`src/rtl/smute_ramp.sv`:
```
module smute_ramp #(
  parameter int DW = 24,
  parameter int SW = 10
) (
  input  logic                 clk,
  input  logic                 rst_n,
  input  logic                 frame_stb,
  input  logic                 mute_req,
  input  logic signed [DW-1:0] in_l,
  input  logic signed [DW-1:0] in_r,
  output logic signed [DW-1:0] out_l,
  output logic signed [DW-1:0] out_r,
  output logic                 out_valid,
  output logic                 muted
);
  localparam int GW = SW + 1;
  localparam int PW = DW + GW + 1;
  localparam logic [GW-1:0] UNITY = {1'b1, {SW{1'b0}}};

  logic [GW-1:0] gain;

  function automatic logic signed [DW-1:0] scale(input logic signed [DW-1:0] s,
                                                  input logic [GW-1:0] g);
    logic signed [PW-1:0] p;
    logic signed [PW-1:0] bias;
    logic signed [PW-1:0] q;
    p    = PW'(s) * PW'($signed({1'b0, g}));
    bias = p[PW-1] ? $signed({{(DW+2){1'b0}}, {SW{1'b1}}}) : '0;
    q    = (p + bias) >>> SW;
    return q[DW-1:0];
  endfunction

  assign muted = (gain == '0);

  always_ff @(posedge clk) begin
    if (!rst_n) begin
      gain      <= UNITY;
      out_l     <= '0;
      out_r     <= '0;
      out_valid <= 1'b0;
    end else begin
      out_valid <= frame_stb;
      if (frame_stb) begin
        out_l <= scale(in_l, gain);
        out_r <= scale(in_r, gain);
        if (mute_req && gain != '0)
          gain <= gain - GW'(1);
        else if (!mute_req && gain != UNITY)
          gain <= gain + GW'(1);
      end
    end
  end
endmodule


```
`config.mk`:
```
export PLATFORM = sky130hd
export DESIGN_NAME = smute_ramp
export DESIGN_NICKNAME = d
export VERILOG_FILES = /design/src/rtl/smute_ramp.sv
export SDC_FILE = /design/constraint.sdc
export NUM_CORES = 1
export LEC_CHECK = 0
export ABC_AREA = 1
export ABC_CLOCK_PERIOD_IN_PS = 7100
export BUFFER_PORTS_ARGS = -buffer_cell sky130_fd_sc_hd__buf_4
export CAP_MARGIN = 40
export CORE_ASPECT_RATIO = 1.2
export CORE_UTILIZATION = 60
export CTS_CLUSTER_DIAMETER = 120
export DETAILED_ROUTE_END_ITERATION = 12
export MAX_ROUTING_LAYER = met4
export PLACE_DENSITY = 0.81
export SETUP_SLACK_MARGIN = 0.5
export SYNTH_ARGS = -nofsm -noshare
export SYNTH_HDL_FRONTEND = slang
export SYNTH_SLANG_ARGS = --single-unit
```
`constraint.sdc`:
```
create_clock -name clk -period 7.1 [get_ports clk]
set_input_delay 1.065 -clock clk [delete_from_list [all_inputs] [get_ports clk]]
set_output_delay 1.065 -clock clk [all_outputs]
set_load 0.02 [all_outputs]
```
==> out/results.md <==
- **run status** completed
- **WL per Instance** 16.6 um
- **slew of the pin with the lowest slew margin** 0.939 ns
- **Worst Reg2Reg Path Length in Cells** 31
- **die footprint** 0.0428 mm^2
- **maximum number of pins on one net before global-route repair** 67
- **multiplexer fraction of the synthesized cell area** 0%
- **proportion of register bits with asynchronous set or reset after synthesis** 0%
- **maximum clock skew at final layout** 0.0188 ns
- **clock latency reported for the late side of the worst-skew pair** 0.34 ns
- **cell type contributing the most total cell area after synthesis** sky130_fd_sc_hd__fa_1
- **# port buffers** 101
- **total grt overflow** 0
- **Post-Synth XOR/XNOR Area** 2.28%
- **Initial Utilization** 61.3%
- **DR DRC count** 0
- **synthesis warning total** 0
- **Slowest cell on crit path** sky130_fd_sc_hd__fa_2
- **most frequent cells after synthesis** 1065 x sky130_fd_sc_hd__nand2_1, 1007 x sky130_fd_sc_hd__inv_1, 467 x sky130_fd_sc_hd__fa_1
- **Row Count** 81
- **core area** 0.0410 mm^2
- **final number of max-transition violations** 0
- **Gate Count Post-Synth** 3619
- **startpoint types** input port
- **length of the first detailed-routing pass in iterations** 5
- **placement-stage cell area** 0.0267 mm^2
- **number of cells on the worst hold path** 4
- **cell count after placement** 4192
- **clock transition at the registers of the reported paths** 0.06 ns
- **setup repair after global routing missed its margin** yes
- **Min-Delay Endpoint** out_r[21]
- **number of antenna violations at the first check in global routing** 1
- **R2R Path End** out_r[7]
- **total of endpoints with negative setup slack in the final report** 0
- **arrival time of data at the critical path endpoint** 6.70 ns
- **GPL Wtd Cong** 1.00
- **signed area change from the synthesized netlist to the final layout** 11.4%
- **number of standard cells in the final layout excluding fillers** 4237
- **vias per inst** 5.32
- **H-tree depth** 3
- **estimated wirelength of the detail-placed design** 57400 um
- **basic-gate share of the synthesized area counting and, or, nand and nor cells** 25.7%
- **register area share after synthesis** 4.77%
- **final clock period utilization by the worst path** 91.1%
- **DIE WIDTH** 189 um
- **largest cells by area after synthesis** sky130_fd_sc_hd__fa_1 37%, sky130_fd_sc_hd__nand2_1 16%, sky130_fd_sc_hd__inv_1 15%, sky130_fd_sc_hd__ha_1 8.4%, sky130_fd_sc_hd__dfxtp_1 4.8%
- **TritonCTS clock tree** yes
- **dominant combinational cell family by area after synthesis** adder cells
- **final instance area** 0.0280 mm^2
- **count of nets after finishing** 4380
- **worst reg2reg setup slack** 0.77 ns
- **Hold Violations, Final** 0
- **share of synthesized cell area in full adder, half adder and majority cells** 45.6%
- **I/O pins** 102
- **# clock sinks** 60
- **highest achievable clock rate** 0.155 GHz
- **Iter 0 DRT Violations** 1273
- **global-route wire length before repair** 114000 um
- **number of inserted filler cells in the final layout** 3443
- **class of the most critical setup path** in2reg
- **buffer type at the clock tree root** sky130_fd_sc_hd__clkbuf_16
- **largest driver fanout on the critical path** 11
- **number of library cell types mapped by synthesis** 55
- **via count of the first global-routing pass** 24200
- **share of Yosys cell area claimed by the top area cell type** 37.2%
- **all-layer global routing usage** 34.8%
- **flops & latches, synth** 60
- **number of flops mapped to enable cells by yosys** 0
- **Setup TNS** 0 ns
- **most frequently used cell type in the post-synthesis netlist** sky130_fd_sc_hd__nand2_1
- **maximum clock path buffer count** 2
- **worst max-slew margin expressed relative to the limit** 37.2%
- **via count** 22500
- **fin crit period** 6.47 ns
- **worst min-delay path category** reg2reg
- **Worst EP required** 7.33 ns
- **Worst path max stage delay** 0.64 ns
- **startpoint of the tightest hold check path** out_r[21]
- **Most Frequent Cell on Critical Path** sky130_fd_sc_hd__nand2_1
- **clock buffer count from CTS** 9
- **Critical Path Sink Type** flop
- **post-synthesis net count** 4307
- **vertical die dimension** 226 um
- **Post-Route WL** 70300 um
- **combined area of all synthesized cells** 0.0252 mm^2
- **Antenna Nets Post-Route** 0
- **fraction of final layout cells with drive strength greater than 1** 11.8%
- **hold-fix buffer count after cts** 0
- **startpoint of the most critical register-to-register path** gain[8]
- **Synth Area in Compound Gates** 4.75%
- **syn_area_per_cell** 6.95 um^2
- **predominant post-synthesis flop cell** sky130_fd_sc_hd__dfxtp_1
- **number of max-cap violations** 0
## routing by layer
layer / track usage, % / share of wire [%] / vias up
li1: - / - / 10600
met1: 34.6 / 35 / 10900
met2: 64.7 / 53 / 750
met3: 3.19 / 4.6 / 316
met4: 23.1 / 7.5 / 0
met5: - / 0 / -
## worst max-delay path by stage
stage,from,endpoint,slack [ns],cells after the start
after floorplan,in_l[6],out_l[22],0.50,36
after global placement,in_r[23],out_r[3],0.06,30
after detailed placement,in_r[23],out_r[3],-0.003,30
after CTS,in_r[15],out_r[3],0.52,32
after global routing,in_r[23],out_r[19],0.40,29
final,in_r[23],out_r[7],0.63,30
## cells in the final DEF, fill, tap and decap left out, drive strengths merged, types with 2 or more instances in the layout
| cell | instances |
|---|---|
| and3 | 5 |
| dfxtp | 60 |
| and2 | 3 |
| o2111ai | 3 |
| nand2 | 1113 |
| a21boi | 4 |
| xnor2 | 22 |
| a211oi | 3 |
| ha | 169 |
| bufinv | 2 |
| nand4 | 30 |
| xor2 | 41 |
| o211ai | 2 |
| clkinv | 2 |
| nor3 | 22 |
| nand3b | 14 |
| fa | 467 |
| o21ai | 65 |
| o21bai | 12 |
| clkbuf | 10 |
| nor2 | 172 |
| clkinvlp | 3 |
| inv | 1010 |
| buf | 186 |
| o21a | 4 |
| a21oi | 97 |
| a31oi | 4 |
| a21o | 5 |
| nand3 | 155 |
| or2 | 5 |
| nor4 | 3 |
## critical path, delay by kind of cell
family	cells	cell delay [ns]
and+or+nand+nor	14	1.23
AOI/OAI and AO/OA	4	0.72
adders and majority gates	7	3.26
buffers and inverters	5	0.39
## per-stage QoR
step,worst slack (ns),hold WS [ns],utilization [%]
3_3_place_gp,0.0648,0.512,65.0
4_1_cts,0.517,0.528,66.0
5_1_grt,0.403,0.544,68.3
2_1_floorplan,0.497,0.483,-
6_report,0.632,0.525,68.3
3_5_place_dp,-0.00285,0.516,65.1
## state kept, by name, indices dropped and copies added (netlist names)
register   cells
out_valid      1
out_r         24
out_l         24
gain          11
## repair_timing
action	in CTS	in global routing
resized for setup	12	158
pin swaps	1	60
cloned	0	0
setup buffers	0	28
endpoints found under the setup margin	29	48
## final cells by class
class / count / area (um^2) / share of cell area (%)
multi-input combinational: 2424 / 20400 / 72.7
inverter: 1011 / 3800 / 13.6
timing repair buffer: 186 / 1630 / 5.81
sequential: 60 / 1220 / 4.36
tap: 539 / 674 / 2.41
clock buffer: 10 / 239 / 0.853
clock inverter: 6 / 86.3 / 0.308
antenna: 1 / 2.50 / 0.00893
## cells by family after synthesis
family          after synthesis
simple gates               1523
xor+xnor                     63
flops                        60
buf+inv                    1135
fa+ha+maj                   636
compound gates              202
Power is not shown: default switching activity piles up to over one toggle a cycle in this logic, so the estimate is an artifact.
